## src/rtl/lstk_pkg.sv

```systemverilog
package lstk_pkg;
   typedef enum logic [1:0] {
      OP_IDLE = 2'd0,
      OP_PUSH = 2'd1,
      OP_POP  = 2'd2,
      OP_SWAP = 2'd3
   } lstk_op_e;
endpackage

```

## src/rtl/lstk_ctrl.sv

```systemverilog
module lstk_ctrl #(
   parameter int ADDR_W  = 21,
   parameter int ENTRY_W = 24,
   parameter int LF_BIT  = 23
) (
   input  logic                 loop_push_i,
   input  logic [ADDR_W-1:0]    loop_addr_i,
   input  logic                 loop_lf_i,
   input  logic                 loop_pop_i,
   input  logic                 sw_push_i,
   input  logic [ENTRY_W-1:0]   sw_wdata_i,
   input  logic                 sw_pop_i,
   input  logic                 empty_i,
   output lstk_pkg::lstk_op_e   op_o,
   output logic [ENTRY_W-1:0]   wdata_o
);
   import lstk_pkg::*;

   localparam logic [ENTRY_W-1:0] KEEP_MASK =
      {{(ENTRY_W-ADDR_W){1'b0}}, {ADDR_W{1'b1}}} | (ENTRY_W'(1) << LF_BIT);

   logic push_req, pop_req;
   logic [ENTRY_W-1:0] loop_entry;

   assign push_req = loop_push_i | sw_push_i;
   assign pop_req  = loop_pop_i  | sw_pop_i;

   always_comb begin
      loop_entry = '0;
      loop_entry[ADDR_W-1:0] = loop_addr_i;
      loop_entry[LF_BIT]     = loop_lf_i;
   end

   assign wdata_o = loop_push_i ? loop_entry : (sw_wdata_i & KEEP_MASK);

   always_comb begin
      unique case ({push_req, pop_req})
         2'b10:   op_o = OP_PUSH;
         2'b01:   op_o = empty_i ? OP_IDLE : OP_POP;
         2'b11:   op_o = empty_i ? OP_PUSH : OP_SWAP;
         default: op_o = OP_IDLE;
      endcase
   end
endmodule

```

## src/rtl/lstk_store.sv

```systemverilog
module lstk_store #(
   parameter int ENTRY_W = 24,
   parameter int DEPTH   = 2,
   parameter int CNT_W   = $clog2(DEPTH + 1)
) (
   input  logic                 clk,
   input  logic                 rst_n,
   input  lstk_pkg::lstk_op_e   op_i,
   input  logic [ENTRY_W-1:0]   wdata_i,
   output logic [ENTRY_W-1:0]   top_o,
   output logic [CNT_W-1:0]     cnt_o,
   output logic                 ovf_o
);
   import lstk_pkg::*;

   localparam logic [CNT_W-1:0] FULL_CNT = CNT_W'(DEPTH);

   logic [ENTRY_W-1:0] mem [DEPTH];
   logic [CNT_W-1:0]   cnt_q;
   logic               full;
   logic               ovf_q;

   assign full = (cnt_q == FULL_CNT);

   for (genvar i = 0; i < DEPTH; i++) begin : g_slot
      logic [ENTRY_W-1:0] q;
      logic [ENTRY_W-1:0] shift_in;
      if (i == DEPTH - 1) begin : g_top
         assign shift_in = wdata_i;
      end else begin : g_mid
         assign shift_in = mem[i+1];
      end
      always_ff @(posedge clk or negedge rst_n) begin
         if (!rst_n) begin
            q <= '0;
         end else begin
            unique case (op_i)
               OP_PUSH: begin
                  if (full)                  q <= shift_in;
                  else if (cnt_q == CNT_W'(i)) q <= wdata_i;
               end
               OP_SWAP: if (cnt_q == CNT_W'(i + 1)) q <= wdata_i;
               OP_POP:  if (cnt_q == CNT_W'(i + 1)) q <= '0;
               default: ;
            endcase
         end
      end
      assign mem[i] = q;
   end

   always_ff @(posedge clk or negedge rst_n) begin
      if (!rst_n) begin
         cnt_q <= '0;
         ovf_q <= 1'b0;
      end else begin
         ovf_q <= (op_i == OP_PUSH) && full;
         if (op_i == OP_PUSH && !full)             cnt_q <= cnt_q + 1'b1;
         else if (op_i == OP_POP && cnt_q != '0)   cnt_q <= cnt_q - 1'b1;
      end
   end

   always_comb begin
      top_o = '0;
      for (int k = 0; k < DEPTH; k++) begin
         if (cnt_q == CNT_W'(k + 1)) top_o = mem[k];
      end
   end

   assign cnt_o = cnt_q;
   assign ovf_o = ovf_q;


   depth_bound_chk: assert property (@(posedge clk) disable iff (!rst_n)
      cnt_q <= FULL_CNT);


   ovf_raise_chk: assert property (@(posedge clk) disable iff (!rst_n)
      (op_i == OP_PUSH && full) |=> ovf_o);


   ovf_drop_chk: assert property (@(posedge clk) disable iff (!rst_n)
      (op_i != OP_PUSH) |=> !ovf_o);


   swap_depth_chk: assert property (@(posedge clk) disable iff (!rst_n)
      (op_i == OP_SWAP) |=> ($stable(cnt_o) && !ovf_o));
endmodule

```

## src/rtl/loop_hw_stack.sv

```systemverilog
module loop_hw_stack #(
   parameter int ADDR_W  = 21,
   parameter int ENTRY_W = 24,
   parameter int LF_BIT  = 23,
   parameter int DEPTH   = 2,
   localparam int CNT_W  = $clog2(DEPTH + 1)
) (
   input  logic               clk,
   input  logic               rst_n,
   input  logic               loop_push_i,
   input  logic [ADDR_W-1:0]  loop_addr_i,
   input  logic               loop_lf_i,
   input  logic               loop_pop_i,
   input  logic               sw_push_i,
   input  logic [ENTRY_W-1:0] sw_wdata_i,
   input  logic               sw_pop_i,
   output logic [ENTRY_W-1:0] top_o,
   output logic [ADDR_W-1:0]  top_addr_o,
   output logic               top_lf_o,
   output logic               valid_o,
   output logic [CNT_W-1:0]   depth_o,
   output logic               ovf_irq_o
);
   import lstk_pkg::*;

   if (DEPTH < 1) begin : g_bad_depth
      $error("loop_hw_stack: DEPTH must be at least 1");
   end
   if (LF_BIT <= ADDR_W || LF_BIT >= ENTRY_W) begin : g_bad_lf
      $error("loop_hw_stack: LF_BIT must lie above the address field and inside the entry");
   end

   lstk_op_e           op;
   logic [ENTRY_W-1:0] wdata;

   lstk_ctrl #(.ADDR_W(ADDR_W), .ENTRY_W(ENTRY_W), .LF_BIT(LF_BIT)) u_ctrl (
      .loop_push_i (loop_push_i),
      .loop_addr_i (loop_addr_i),
      .loop_lf_i   (loop_lf_i),
      .loop_pop_i  (loop_pop_i),
      .sw_push_i   (sw_push_i),
      .sw_wdata_i  (sw_wdata_i),
      .sw_pop_i    (sw_pop_i),
      .empty_i     (depth_o == '0),
      .op_o        (op),
      .wdata_o     (wdata)
   );

   lstk_store #(.ENTRY_W(ENTRY_W), .DEPTH(DEPTH), .CNT_W(CNT_W)) u_store (
      .clk     (clk),
      .rst_n   (rst_n),
      .op_i    (op),
      .wdata_i (wdata),
      .top_o   (top_o),
      .cnt_o   (depth_o),
      .ovf_o   (ovf_irq_o)
   );

   assign top_addr_o = top_o[ADDR_W-1:0];
   assign top_lf_o   = top_o[LF_BIT];
   assign valid_o    = (depth_o != '0);


   spare_zero_chk: assert property (@(posedge clk) disable iff (!rst_n)
      top_o[LF_BIT-1:ADDR_W] == '0);


   empty_pop_chk: assert property (@(posedge clk) disable iff (!rst_n)
      ((loop_pop_i || sw_pop_i) && !loop_push_i && !sw_push_i && depth_o == '0)
      |=> (depth_o == '0 && top_o == '0 && !ovf_irq_o));


   empty_top_chk: assert property (@(posedge clk) disable iff (!rst_n)
      (depth_o == '0) |-> (top_o == '0));
endmodule

```

## config.mk

```make
export PLATFORM = sky130hd
export DESIGN_NAME = loop_hw_stack
export DESIGN_NICKNAME = d
export VERILOG_FILES = /design/src/rtl/lstk_pkg.sv /design/src/rtl/lstk_ctrl.sv /design/src/rtl/lstk_store.sv /design/src/rtl/loop_hw_stack.sv
export SDC_FILE = /design/constraint.sdc
export NUM_CORES = 1
export LEC_CHECK = 0
export BUFFER_PORTS_ARGS = -buffer_cell sky130_fd_sc_hd__buf_2
export CORE_MARGIN = 2
export CORE_UTILIZATION = 25
export CTS_CLUSTER_SIZE = 24
export DETAILED_ROUTE_END_ITERATION = 10
export GPL_TIMING_DRIVEN = 0
export PLACE_DENSITY = 0.44
export SLEW_MARGIN = 20
export SYNTH_ARGS = -nofsm -noshare
export SYNTH_HDL_FRONTEND = slang
export SYNTH_SLANG_ARGS = --single-unit
```

## constraint.sdc

```tcl
create_clock -name clk -period 2.22 [get_ports clk]
set_input_delay 0.444 -clock clk [delete_from_list [all_inputs] [get_ports clk]]
set_output_delay 0.444 -clock clk [all_outputs]
set_load 0.05 [all_outputs]
```

==> results.md, run 1 <==
- Crit path time final: 2.173 ns
- H-Tree Depth: 2
- Row Count: 39
- Synth-to-layout area growth: 54.32%
- CTS tree: built
- Final Max Tran Viols: 0
- DRT Pass-1 Iters: 4
- Final instance area: 4557 µm²
- Post-synth top area share: 39.83%
- Sink Count: 47
- Post-synth EDFFs: 0
- Final ANT Viol Nets: 0
- Dpl cell area: 3999 µm²
- Final std cells w/o fill: 601
- Critical Path Slowest Stage Cell: dfrtp_2
- Hold Fails Final Rpt: 0
- MaxCap Viol Count: 0
- Required @ worst endpoint: 1.78 ns
- YS warnings: 0
- Buffers added on ports: 96
- Grt ovf: 0
- Top cells by count, synth: nand2_1, dfrtp_1, buf_4
- Commonest register cell after synthesis: dfrtp_1
- Crit path capture type: output port
- Largest fanout on the critical path: 10
- Die width: 112.7 µm
- Multiplexer area fraction after synthesis: 16.61%
- Seq cells post-synth: 47
- Syn Std Cell Area: 2953 µm²
- Crit Path Class: flop to output port
- Initial drt markers: 64
- Most frequent cell after synthesis: nand2_1
- Diode count: 0
- Largest family of logic cells by synthesized area: multiplexers
- Final worst-path cycle share: 97.87%
- DIE AREA: 12,700 µm²
- Final core utilization: 39.74%
- Number of fill cells in the layout: 1,149
- Crit path DAT: 1.73 ns
- Die Height: 112.7 µm
- Clock Tree Root: clkbuf_16
- Cell count after placement: 582
- Area occupied by multi-input gates: 1712 µm²
- Main area contributors after synthesis: dfrtp_1, nand2_1, mux2_2
- Dominant cell type by area after synthesis: dfrtp_1
- DRC errors left: 0
- Clock transition at path regs: 0.07 ns
- Relative slew slack: 57.61%
- Most frequent CP cell: clkbuf_16
- Startpoint types: flop
- First-pass GRT wire length: 14,310 µm
- Vias in the first global route: 2,685
- RePlAce Congestion: 0.7387
- Post-Synth Adder-Cell Area: 1.271%
- WP buf/inv: 4
- Unique masters post-synth: 29
- Slew @ Worst Pin: 0.6358 ns
- Skew-Pair Late Insertion Delay: 0.29 ns
- Final HPWL DP: 6289 µm
- Total number of vias: 2,770
- DR vias/cell: 4.609
- Largest net degree at the start of global routing: 48
- Routed length per instance: 14.99 µm
- Initial Util: 25.75%
- Synth Instances: 342
- Nets: 512
- Crit-path cells: inv_4 -> ha_4 -> clkbuf_16 -> clkbuf_16 -> nand2_1 -> o21ai_4 -> buf_2
- # setup viols final: 0
- Ports: 102
- Skew final: 0.007856 ns
- Critical path's top delay family: buffers and inverters
- FMAX: 0.4602 GHz
- Avg Inst Size Synth: 8.634 µm²
- Fin worst setup slack: 0.04724 ns
- Hold Crit Class: input pin to asynchronous set/reset pin
- Layout cell share with drive strength beyond 1: 47.60%
- XOR/XNOR Fraction of Synth Area: 0.2966%
- Post-Route WL: 9010 µm
- Core area: 11,470 µm²
- Compound-Gate Fraction of Synth Area: 15.00%
- Tot GR Track Use: 14.27%
- Largest stage delay, worst path: 0.43 ns
- Initial antenna violation count: 0
- Crit path depth: 7
- Simple-gate share of the synthesized area: 15.13%
- Dpl ws: -0.1355 ns
- CTS buffer count: 5
- R2R depth: 7
- Clk buf depth: 2
- Async SR Flop Fraction: 100.0%
- Register cell area after layout: 1179 µm²
- Seq/Total Area, Yosys: 39.83%
- Hold buffer count at cts: 0
- Status: complete, no violations
## state kept, by name, summed over array words and instances, names as in the netlist
signal	count
u_store.g_slot.q	22
u_store.cnt_o	2
u_store.g_slot.shift_in	22
u_store.ovf_o	1
## through the flow
| step | hold slack (ns) | TNS, ns |
|---|---|---|
| floorplan | 0.1484 | 0 |
| global placement | 0.5044 | -2.583 |
| detailed placement | 0.5089 | -2.806 |
| CTS | 0.2084 | 0 |
| global route | 0.2334 | -0.008916 |
| finish | 0.1710 | 0 |
## cells in the final DEF, fill, tap and decap left out, types with 2 or more instances in the layout
cell type	synthesis	layout
a21oi_1	22	22
a21oi_2	2	2
a31oi_1	22	22
buf_2	7	59
buf_4	28	30
buf_6	4	48
buf_8	0	3
bufinv_16	0	2
clkbuf_1	9	2
clkbuf_16	0	8
clkbuf_4	1	10
conb_1	1	2
dfrtp_1	47	45
dfrtp_2	0	2
ha_4	0	2
inv_1	4	2
mux2_1	2	2
mux2_2	20	20
mux2i_1	22	22
nand2_1	90	88
nand2_2	0	2
nor2_1	23	23
o21ai_0	24	2
o21ai_4	0	22
## layer usage
layer  share of wire (%)  vias up  GRT usage [%]
li1                    -     1361              -
met5                   0        -              0
met1                  46     1337          19.79
met3                 3.4        7          1.998
met2                  50       65          23.91
met4                0.82        0          2.683
## path summary, 6_finish.rpt
kind                                           startpoint                              to  slack [ns]
setup reg to reg                         u_store.cnt_o[1]   u_store.g_slot[0].shift_in[9]        0.17
max in group asynchronous                           rst_n                u_store.cnt_o[1]        1.59
hold reg to reg            u_store.g_slot[0].shift_in[20]  u_store.g_slot[0].shift_in[20]        0.53
hold / removal                                      rst_n   u_store.g_slot[0].shift_in[2]        0.17
min in group clk           u_store.g_slot[0].shift_in[20]  u_store.g_slot[0].shift_in[20]        0.53
setup / recovery                         u_store.cnt_o[0]                   top_addr_o[2]        0.05
## cells by family (layout without fill, tap and decap cells)
logic type      after synthesis  count (layout)
flops                        47              47
fa+ha+maj                     3               3
xor+xnor                      1               1
mux                          45              45
compound gates               76              76
simple gates                116             116
buf+inv                      53             168
other cells                   1               2
## timing repair
action,in CTS,in global routing
pin swaps,0,1
resized for setup,57,32
setup buffers,5,5
endpoints found under the hold margin,0,0
setup endpoints to repair,44,44
cloned,1,0
## layout make-up
| cell class | instances | share of cell area (%) |
|---|---|---|
| Tap cell | 143 | 3.926 |
| Inverter | 4 | 0.3844 |
| Clock buffer | 5 | 2.746 |
| Buffer | 49 | 11.31 |
| Clock inverter | 3 | 1.483 |
| Sequential cell | 47 | 25.86 |
| Multi-Input combinational cell | 243 | 37.56 |
| Timing Repair Buffer | 107 | 16.72 |
Power of run 1 is not shown: default switching activity piles up to over one toggle a cycle in this logic, so the estimate is an artifact.
==> run 2: changes to the inputs <==
--- a/config.mk
+++ b/config.mk
@@ -12,6 +12,8 @@
 export DETAILED_ROUTE_END_ITERATION = 10
 export GPL_TIMING_DRIVEN = 0
 export PLACE_DENSITY = 0.44
+export RECOVER_POWER = 50
+export REMOVE_ABC_BUFFERS = 1
 export SLEW_MARGIN = 20
 export SYNTH_ARGS = -nofsm -noshare
 export SYNTH_HDL_FRONTEND = slang
==> results.md, run 2 (synthesis gave the netlist of run 1 again) <==
- Status: complete, no violations
- DR vias/cell: 4.601 (-0.16%)
- Tot GR Track Use: 13.39% (-0.87 points)
- Buffers added on ports: 97 (+1.0%)
- DIE AREA: 12,700 µm² (unchanged)
- RSZ-0062 raised after global routing: false
- Layout cell share with drive strength beyond 1: 37.92% (-9.7 points)
- # setup viols final: 0 (unchanged)
- Nets: 468 (-8.6%)
- Number of fill cells in the layout: 1,228 (+6.9%)
- Crit Path Class: flop to output port
- Clk buf depth: 2 (unchanged)
- Most common cell after layout, fill and taps aside: nand2_1
- Core area: 11,470 µm² (unchanged)
- Sink Count: 47 (unchanged)
- Startpoint types: flop
- Crit path capture type: output port
- Hold Crit Class: input pin to asynchronous set/reset pin
- DRT Pass-1 Iters: 5 (+1)
- Largest net degree at the start of global routing: 48 (unchanged)
- Setup_tns: 0 ns (unchanged)
- Worst Setup SP: u_store.cnt_o[1]
- Reg-to-reg setup timing slack: 0.14 ns (-0.03 ns)
- Dpl ws: -0.4664 ns (-0.3310 ns)
- Met3 GRT Util: 2.160% (+0.16 points)
- Most frequent cells in the layout: nand2_1, buf_2, dfrtp_1
- Row Count: 39 (unchanged)
- Largest fanout on the critical path: 12 (+2)
- FMAX: 0.4737 GHz (+2.9%)
- Die Height: 112.7 µm (unchanged)
- Most Crowded Layer GR: met2
- Relative slew slack: 16.03% (-42 points)
- Skew final: 0.004820 ns (-0.003035 ns)
- Routed length per instance: 15.03 µm (+0.24%)
- RePlAce Congestion: 0.6311 (-15%)
- Synth-to-layout area growth: 31.27%
- Crit path time final: 2.111 ns (-0.06178 ns)
- CTS tree: built
- Grt ovf: 0 (unchanged)
- H-Tree Depth: 2 (unchanged)
- First-pass GRT wire length: 13,300 µm (-7.1%)
- Ports: 102 (unchanged)
- Post-Route WL: 8370 µm (-7.1%)
- Met2 global-route usage: 22.44% (-1.5 points)
- Crit path DAT: 1.67 ns (-0.06 ns)
- Initial Util: 25.75% (unchanged)
- Register cell area after layout: 1177 µm² (-0.11%)
- Met1 GRT Util: 18.48% (-1.3 points)
- Area occupied by multi-input gates: 1491 µm² (-13%)
- Diode count: 0 (unchanged)
- Initial antenna violation count: 0 (unchanged)
- Final Max Tran Viols: 0 (unchanged)
- Skew-Pair Late Insertion Delay: 0.28 ns (about the same)
- R2R depth: 7 (unchanged)
- Die width: 112.7 µm (unchanged)
- Reg2reg start: u_store.cnt_o[0]
- Final HPWL DP: 5171 µm (-18%)
- Vias in the first global route: 2,482 (-7.6%)
- Clock Tree Root: clkbuf_16
- Final worst-path cycle share: 95.09% (-2.8 points)
- Hold Fails Final Rpt: 0 (unchanged)
- Slew @ Worst Pin: 1.260 ns (+0.6238 ns)
- Clock transition at path regs: 0.07 ns (about the same)
- Total number of vias: 2,563 (-7.5%)
- Final ANT Viol Nets: 0 (unchanged)
- Hold buffer count at cts: 0 (unchanged)
- MaxCap Viol Count: 0 (unchanged)
- DRC errors left: 0 (unchanged)
- Initial drt markers: 57 (-11%)
- Required @ worst endpoint: 1.78 ns (about the same)
- Worst flop-to-flop path endpoint: u_store.g_slot[0].shift_in[14]
- CTS buffer count: 5 (unchanged)
- Fin worst setup slack: 0.1090 ns (+0.06178 ns)
## run 2: area by class of cell
class	instances	share of cell area [%]
Sequential cell	47	30.37
Timing Repair Buffer	112	22.01
Clock buffer	7	3.938
Inverter	4	0.3873
Multi-Input combinational cell	243	38.48
Tap cell	143	4.616
Clock inverter	1	0.1937
## run 2: what timing repair did
| item | 4_1_cts | 5_1_grt |
|---|---|---|
| buffers inserted | 7 | 3 |
| gates resized for setup | 70 | 27 |
| endpoints found under the setup margin | 89 | 88 |
## run 2: routing by layer
metal	vias up	wire length (µm)
met3	2	355
met4	0	29
li1	1280	-
met5	-	0
met1	1209	4021
met2	72	3963
## run 2: worst max path at each step
| stage | end | slack, ns |
|---|---|---|
| final | top_addr_o[9] | 0.11 |
| after global routing | top_o[19] | 0.0009 |
| after CTS | top_addr_o[2] | 0.004 |
| after detailed placement | u_store.g_slot[0].shift_in[18] | -0.47 |
| after global placement | u_store.g_slot[0].shift_in[10] | -1.45 |
| after floorplan | top_addr_o[0] | -1.89 |
## run 2: through the flow
stage,cell area (µm²),hold slack [ns],util (%),cells
finish,3876,0.4250,33.80,557
global route,3876,0.5413,33.80,557
CTS,3797,0.2103,33.12,554
detailed placement,3415,0.5062,29.78,539
global placement,3289,0.4962,28.69,534
floorplan,2625,0.1484,-,294
## run 2: critical path, cell delays in order, from the launching register on
cell	delay, ns
dfrtp_1	0.44
inv_2	0.11
ha_4	0.18
buf_8	0.17
nand2_1	0.07
o21ai_1	0.18
buf_4	0.23
Power of run 2 is left out for the same reason.
